<file path="config.mk">
export PLATFORM = sky130hd
export DESIGN_NAME = smi_event_router
export DESIGN_NICKNAME = d
export VERILOG_FILES = /design/src/rtl/smi_event_router.sv
export SDC_FILE = /design/constraint.sdc
export NUM_CORES = 2
export LEC_CHECK = 0
export BUFFER_PORTS_ARGS = -buffer_cell sky130_fd_sc_hd__buf_2
export CORE_UTILIZATION = 60
export DETAILED_ROUTE_END_ITERATION = 7
export GPL_TIMING_DRIVEN = 0
export PLACE_DENSITY = 0.8
export SYNTH_ARGS = -nofsm -noshare
export SYNTH_HDL_FRONTEND = slang
export SYNTH_SLANG_ARGS = --single-unit
</file>
<file path="constraint.sdc">
create_clock -name clk -period 5.1 [get_ports clk]
set_clock_uncertainty 0.05 [all_clocks]
set_input_delay 0.51 -clock clk [delete_from_list [all_inputs] [get_ports clk]]
set_output_delay 0.51 -clock clk [all_outputs]
set_load 0.03 [all_outputs]
</file>
<file path="src/rtl/smi_event_router.sv">
`timescale 1ns/1ps
module smi_event_router #(
  parameter int          NUM_SRC  = 150,
  parameter logic [7:0]  TRIG_OFF = 8'h98,
  parameter logic [7:0]  SUM_OFF  = 8'h94,
  parameter logic [7:0]  CTL_BASE = 8'hA0,
  parameter int          EOS_BIT  = 28,
  parameter int          DIS_BIT  = 31
) (
  input  logic               clk,
  input  logic               rst_n,
  input  logic               bus_wr,
  input  logic [7:0]         bus_addr,
  input  logic [31:0]        bus_wdata,
  output logic [31:0]        bus_rdata,
  input  logic [NUM_SRC-1:0] evt_in,
  output logic               smi_pulse,
  output logic               nmi_level,
  output logic               irq13_level
);
  localparam int NGRP  = 6;
  localparam int ST_W  = NGRP * 32;
  localparam int NCTL  = (NUM_SRC + 15) / 16;
  localparam int CTL_W = NCTL * 32;

  function automatic logic [7:0] grp_off(input int k);
    case (k)
      0: return 8'h80;
      1: return 8'h84;
      2: return 8'h88;
      3: return 8'h8C;
      4: return 8'h90;
      default: return 8'h10;
    endcase
  endfunction

  logic [NUM_SRC-1:0] evt_q, rise, st_q, st_clr;
  logic [NUM_SRC-1:0] smi_sel, nmi_sel, irq_sel;
  logic [ST_W-1:0]    st_full;
  logic [CTL_W-1:0]   ctl_q;
  logic [15:0]        sum_v;
  logic               eos_q, dis_q, smi_fire, trig_wr;

  assign rise     = evt_in & ~evt_q;
  assign st_full  = ST_W'(st_q);
  assign trig_wr  = bus_wr && (bus_addr == TRIG_OFF);

  always_comb begin
    for (int i = 0; i < NUM_SRC; i++)
      st_clr[i] = bus_wr && (bus_addr == grp_off(i / 32)) && bus_wdata[i % 32];
  end

  for (genvar g = 0; g < NUM_SRC; g++) begin : g_route
    assign smi_sel[g] = st_q[g] && (ctl_q[2*g +: 2] == 2'd1);
    assign nmi_sel[g] = st_q[g] && (ctl_q[2*g +: 2] == 2'd2);
    assign irq_sel[g] = st_q[g] && (ctl_q[2*g +: 2] == 2'd3);
  end

  assign smi_fire    = eos_q && !dis_q && (|smi_sel);
  assign smi_pulse   = smi_fire;
  assign nmi_level   = |nmi_sel;
  assign irq13_level = |irq_sel;

  always_ff @(posedge clk) begin
    if (!rst_n) begin
      evt_q <= '0;
      st_q  <= '0;
      ctl_q <= '0;
      eos_q <= 1'b0;
      dis_q <= 1'b1;
    end else begin
      evt_q <= evt_in;
      st_q  <= (st_q & ~st_clr) | rise;
      if (trig_wr) dis_q <= bus_wdata[DIS_BIT];
      if (smi_fire)     eos_q <= 1'b0;
      else if (trig_wr) eos_q <= bus_wdata[EOS_BIT];
      for (int c = 0; c < NCTL; c++)
        if (bus_wr && (bus_addr == CTL_BASE + 8'(4 * c)))
          ctl_q[c*32 +: 32] <= bus_wdata;
    end
  end

  always_comb begin
    sum_v = '0;
    for (int k = 0; k < NGRP; k++)
      sum_v[(k + 1) % NGRP] = |st_full[k*32 +: 32];
  end

  always_comb begin
    bus_rdata = '0;
    if (bus_addr == TRIG_OFF) begin
      bus_rdata[DIS_BIT] = dis_q;
      bus_rdata[EOS_BIT] = eos_q;
    end
    if (bus_addr == SUM_OFF) bus_rdata = {16'h0, sum_v};
    for (int k = 0; k < NGRP; k++)
      if (bus_addr == grp_off(k)) bus_rdata = st_full[k*32 +: 32];
    for (int c = 0; c < NCTL; c++)
      if (bus_addr == CTL_BASE + 8'(4 * c)) bus_rdata = ctl_q[c*32 +: 32];
  end
endmodule

</file>
==> impl_metrics.json, run 1 <==
{
  "status": "did not finish",
  "stop_stage": "global routing",
  "toolErrorMsg": "[ERROR GRT-0116] Global routing finished with congestion. Check the congestion regions in the DRC Viewer.",
  "synthArstFlopShare_pct": 0,
  "detailed_place_hpwl_mm": 142,
  "port_buffers": 226,
  "cts-resized-gates": 0,
  "cts_setup_buffers": 0,
  "ctsLongestPathBuffers": 3,
  "grt_pass1_vias": 38300,
  "grt_use_total_pct": 78.5,
  "syn_nets": 4117,
  "cts_made_buffers": 60,
  "dp.cells": 4822,
  "ys_ff_latch": 622,
  "syn_area_sq_um": 30600,
  "cts_hold_buf": 0,
  "synth_edf_count": 0,
  "netlist_instances": 3924,
  "chipWidth_microns": 228,
  "postSynthAreaPerCell_sq_um": 7.80,
  "ys.flop_type": "dfxtp_1",
  "die_h_microns": 228,
  "post-place-ws_ns": 0.845,
  "grt_pass1_wl_mm": 298,
  "clock-sinks": 622,
  "yosysUniqueCellTypes": 82,
  "cts-root-buf": "clkbuf_16",
  "yosys_warnings": 0,
  "core.rowCount": 82,
  "grt_start_max_net_pins": 18,
  "ys_seq_area_share_pct": 40.7,
  "ios": 228,
  "initial_core_util_pct": 60.8,
  "grt_overflow": 271,
  "htreeDepth": 2,
  "gp_congestion": 1.44
}
synth_stat cells (all sizes together), types with 18 or more instances:
| library cell | instances | area share [%] |
|---|---|---|
| a21boi | 320 | 7.9 |
| nand3b | 117 | 2.9 |
| dfxtp | 622 | 41 |
| nor3 | 18 | 0.29 |
| a21oi | 202 | 3.3 |
| nand2 | 1035 | 13 |
| nand4 | 79 | 1.6 |
| a22oi | 36 | 0.88 |
| clkbuf | 173 | 2.1 |
| buf | 91 | 1.7 |
| nand3 | 165 | 2.7 |
| o22ai | 104 | 2.1 |
| nor4 | 65 | 1.4 |
| o21ai | 81 | 1.3 |
| and3 | 24 | 0.49 |
| o221ai | 22 | 0.65 |
| nor2 | 82 | 1.2 |
| a222oi | 21 | 0.69 |
| a211oi | 22 | 0.54 |
| nor2b | 304 | 6.2 |
| and2 | 154 | 3.1 |
kinds of logic after synthesis:
family          share of synthesized area, %
buf+inv                                 4.04
mux                                    0.728
compound gates                          20.2
simple gates                            34.3
flops                                   40.7
metal layers:
metal / GRT usage, % / overflow
met1: 80.6 / 2
met5: 35.7 / 0
met2: 93.7 / 168
met4: 72.2 / 100
met3: 64.7 / 1
per-stage QoR:
stage,area [sq um],hold slack (ns)
3_3_place_gp,32600,0.403
4_1_cts,34600,0.0106
2_1_floorplan,30600,0.393
3_5_place_dp,32600,0.413
==> run 2, diff against run 1 <==
--- a/config.mk
+++ b/config.mk
@@ -6,10 +6,10 @@
 export NUM_CORES = 2
 export LEC_CHECK = 0
 export BUFFER_PORTS_ARGS = -buffer_cell sky130_fd_sc_hd__buf_2
-export CORE_UTILIZATION = 60
+export CORE_UTILIZATION = 40
 export DETAILED_ROUTE_END_ITERATION = 7
 export GPL_TIMING_DRIVEN = 0
-export PLACE_DENSITY = 0.8
+export PLACE_DENSITY_LB_ADDON = 0.15
 export SYNTH_ARGS = -nofsm -noshare
 export SYNTH_HDL_FRONTEND = slang
 export SYNTH_SLANG_ARGS = --single-unit
==> run 2 against run 1 <==
Compared with the run above: the flow now finishes, with violations (DRC, capacitance limit, slew limit, setup timing); synthesized area did not move; synthesized cell count did not move.
==> impl_metrics.json, run 2 <==
{
  "layout-drive-gt1-share_pct": 11.0,
  "via_count": 36400,
  "max_freq_mhz": 186,
  "crit_buf_inv": 1,
  "syn_nets": 4117,
  "core.rowCount": 101,
  "cp.required_ns": 4.54,
  "finalPower_mw": 11.8,
  "regMostFlops": "ctl_q",
  "grt_start_max_net_pins": 15,
  "ys_top_cells_by_area": "dfxtp_1 41%, nand2_1 13%, a21boi_0 7.4%",
  "cts-resized-gates": 0,
  "post-place-ws_ns": 0.313,
  "yosysUniqueCellTypes": 82,
  "synthArstFlopShare_pct": 0,
  "syn_area_sq_um": 30600,
  "slew_headroom_pct": -14.9,
  "ys_ff_latch": 622,
  "cts_setup_buffers": 0,
  "hp-class": "input port to flop",
  "final_max_slew_viol_count": 45,
  "leakagePower_nw": 12.4,
  "clock-sinks": 622,
  "cp_cell_sequence": "nand3b_1 -> and4_1 -> nand4_1 -> nor4_1 -> and4_1 -> a41oi_1 -> buf_2",
  "status": "finished with violations",
  "port_buffers": 226,
  "grt_antenna_before_repair": 35,
  "netlist_instances": 3924,
  "routedWlPerCell_microns": 43.5,
  "synth_top_area_share_pct": 40.7,
  "fin_setup_tns_ns": -1.56,
  "ctsLongestPathBuffers": 3,
  "fin_crit_ns": 5.37,
  "synth.most_common_cell": "nand2_1",
  "die_h_microns": 279,
  "postSynthAreaPerCell_sq_um": 7.80,
  "grt_pass1_wl_mm": 297,
  "chipWidth_microns": 279,
  "clk_pin_slew_ns": 0.06,
  "grt_overflow": 0,
  "cp-end-kind": "output port",
  "final_common_cell": "nand2_1",
  "vias_per_cell": 6.89,
  "violations": "DRC, capacitance limit, slew limit, setup timing",
  "ys.flop_type": "dfxtp_1",
  "drtPass1Iterations": 8,
  "layout.nets": 4417,
  "setup_ws_ns": -0.274,
  "die-area_sq_um": 77600,
  "finalHoldViolCount": 0,
  "seq_area_sq_um": 12500,
  "setup_viol": 11,
  "synth_area_leader_cell": "dfxtp_1",
  "cap_viol_max_count": 5,
  "reg_top3": "ctl_q (320), evt_q (150), st_q (150)",
  "cts_made_buffers": 69,
  "cts_hold_buf": 0,
  "syn_to_final_growth_pct": 15.8,
  "worstSkewPairLatency_ns": 0.66,
  "cts-root-buf": "clkbuf_16",
  "cpMaxStageDelayCell": "dfxtp_1",
  "criticalPathCategory": "flop to output port",
  "yosys_warnings": 0,
  "crit_top_cell": "and4_1",
  "min_period_over_period_pct": 105,
  "cp-start-kind": "flop",
  "multi_input_comb_area_sq_um": 16900,
  "slowest_delay_ns": 1.00,
  "htreeDepth": 3,
  "core_area_sq_um": 75800,
  "fill_cells": 7521,
  "synth_edf_count": 0,
  "grt_use_total_pct": 57.8,
  "final_cell_mix": "1,034 x nand2_1, 622 x dfxtp_1, 304 x nor2b_1",
  "crit_family": "simple AND/OR/NAND/NOR gates",
  "detailed_place_hpwl_mm": 182,
  "fin_util_pct": 46.7,
  "ir_worst_vdd_mv": 0.346,
  "ios": 228,
  "tightest_slew_ns": 1.72,
  "fin_worst_hold_slack_ns": 0.00113,
  "grt_pass1_vias": 32700,
  "power-per-cell-area_nw_per_um2": 333,
  "drtAntennaViolNets": 0,
  "cp_data_arrival_time_ns": 4.81,
  "cp_max_fo": 6,
  "synthTopCellsByCount": "1,034 x nand2_1, 622 x dfxtp_1, 304 x nor2b_1",
  "ys_seq_area_share_pct": 40.7,
  "wl_mm": 230,
  "initial_core_util_pct": 40.3,
  "gp_congestion": 1.16,
  "rsz0062_at_grt": "false",
  "drt_iter0_drc": 6006,
  "largest_reg_flops": 320,
  "drc": 2,
  "tritoncts": "yes"
}
[run 2: cells by family (layout without fill, tap and decap cells)]
| kind of cell | Yosys count | in the layout | share of synthesized area, % |
|---|---|---|---|
| AO/OA/AOI/OAI | 909 | 909 | 20.2 |
| multiplexers | 18 | 18 | 0.728 |
| buffers and inverters | 278 | 630 | 4.04 |
| flip-flops | 622 | 622 | 40.7 |
| AND/OR/NAND/NOR | 2097 | 2097 | 34.3 |
| other | 0 | 29 | 0 |
[run 2: layout make-up]
| cell class | instances | area share [%] |
|---|---|---|
| Sequential cell | 622 | 35.2 |
| Antenna cell | 29 | 0.205 |
| Buffer | 264 | 3.35 |
| Multi-Input combinational cell | 3024 | 47.8 |
| Timing Repair Buffer | 229 | 3.24 |
| Inverter | 14 | 0.148 |
| Tap cell | 978 | 3.46 |
| Clock buffer | 90 | 5.41 |
| Clock inverter | 33 | 1.27 |
[run 2: per-stage QoR]
stage	cell area, sq um	instances
final	35400	5283
after global placement	32900	5128
after CTS	35300	5251
after detailed placement	32900	5128
after floorplan	30600	3924
after global routing	35300	5258
[run 2: worst paths after layout]
check                   start  depth (start not counted)  slack [ns]    endpoint
setup reg to reg   ctl_q[107]                          7        0.84       eos_q
hold reg to reg    ctl_q[311]                          2        0.42  ctl_q[311]
hold / removal    evt_in[112]                          2       0.001  evt_q[112]
setup / recovery   ctl_q[107]                          7       -0.27   smi_pulse
[run 2: metal layers]
layer / wire (microns) / share of wire [%] / GRT usage, % / vias to the layer above
li1: - / - / - / 14300
met1: 80100 / 35 / 65.0 / 17500
met2: 88400 / 38 / 78.6 / 3416
met3: 35100 / 15 / 29.7 / 1190
met4: 26100 / 11 / 52.7 / 24
met5: 395 / 0.17 / 2.94 / -
[run 2: power breakdown]
part	switching (mW)	internal (mW)	leakage (nW)	total [mW]
logic	0.541	0.303	6.15	0.844
registers	0.518	5.02	5.10	5.53
clock network	2.31	3.09	1.17	5.40
[run 2: worst reg2reg max path: cells and delay by family, from the launching register on]
| family | cells | cell delay [ns] |
|---|---|---|
| DFF | 1 | 1.00 |
| and+or+nand+nor | 6 | 2.65 |
| AOI/OAI and AO/OA | 1 | 0.48 |
(Power assumes the default switching activity.)
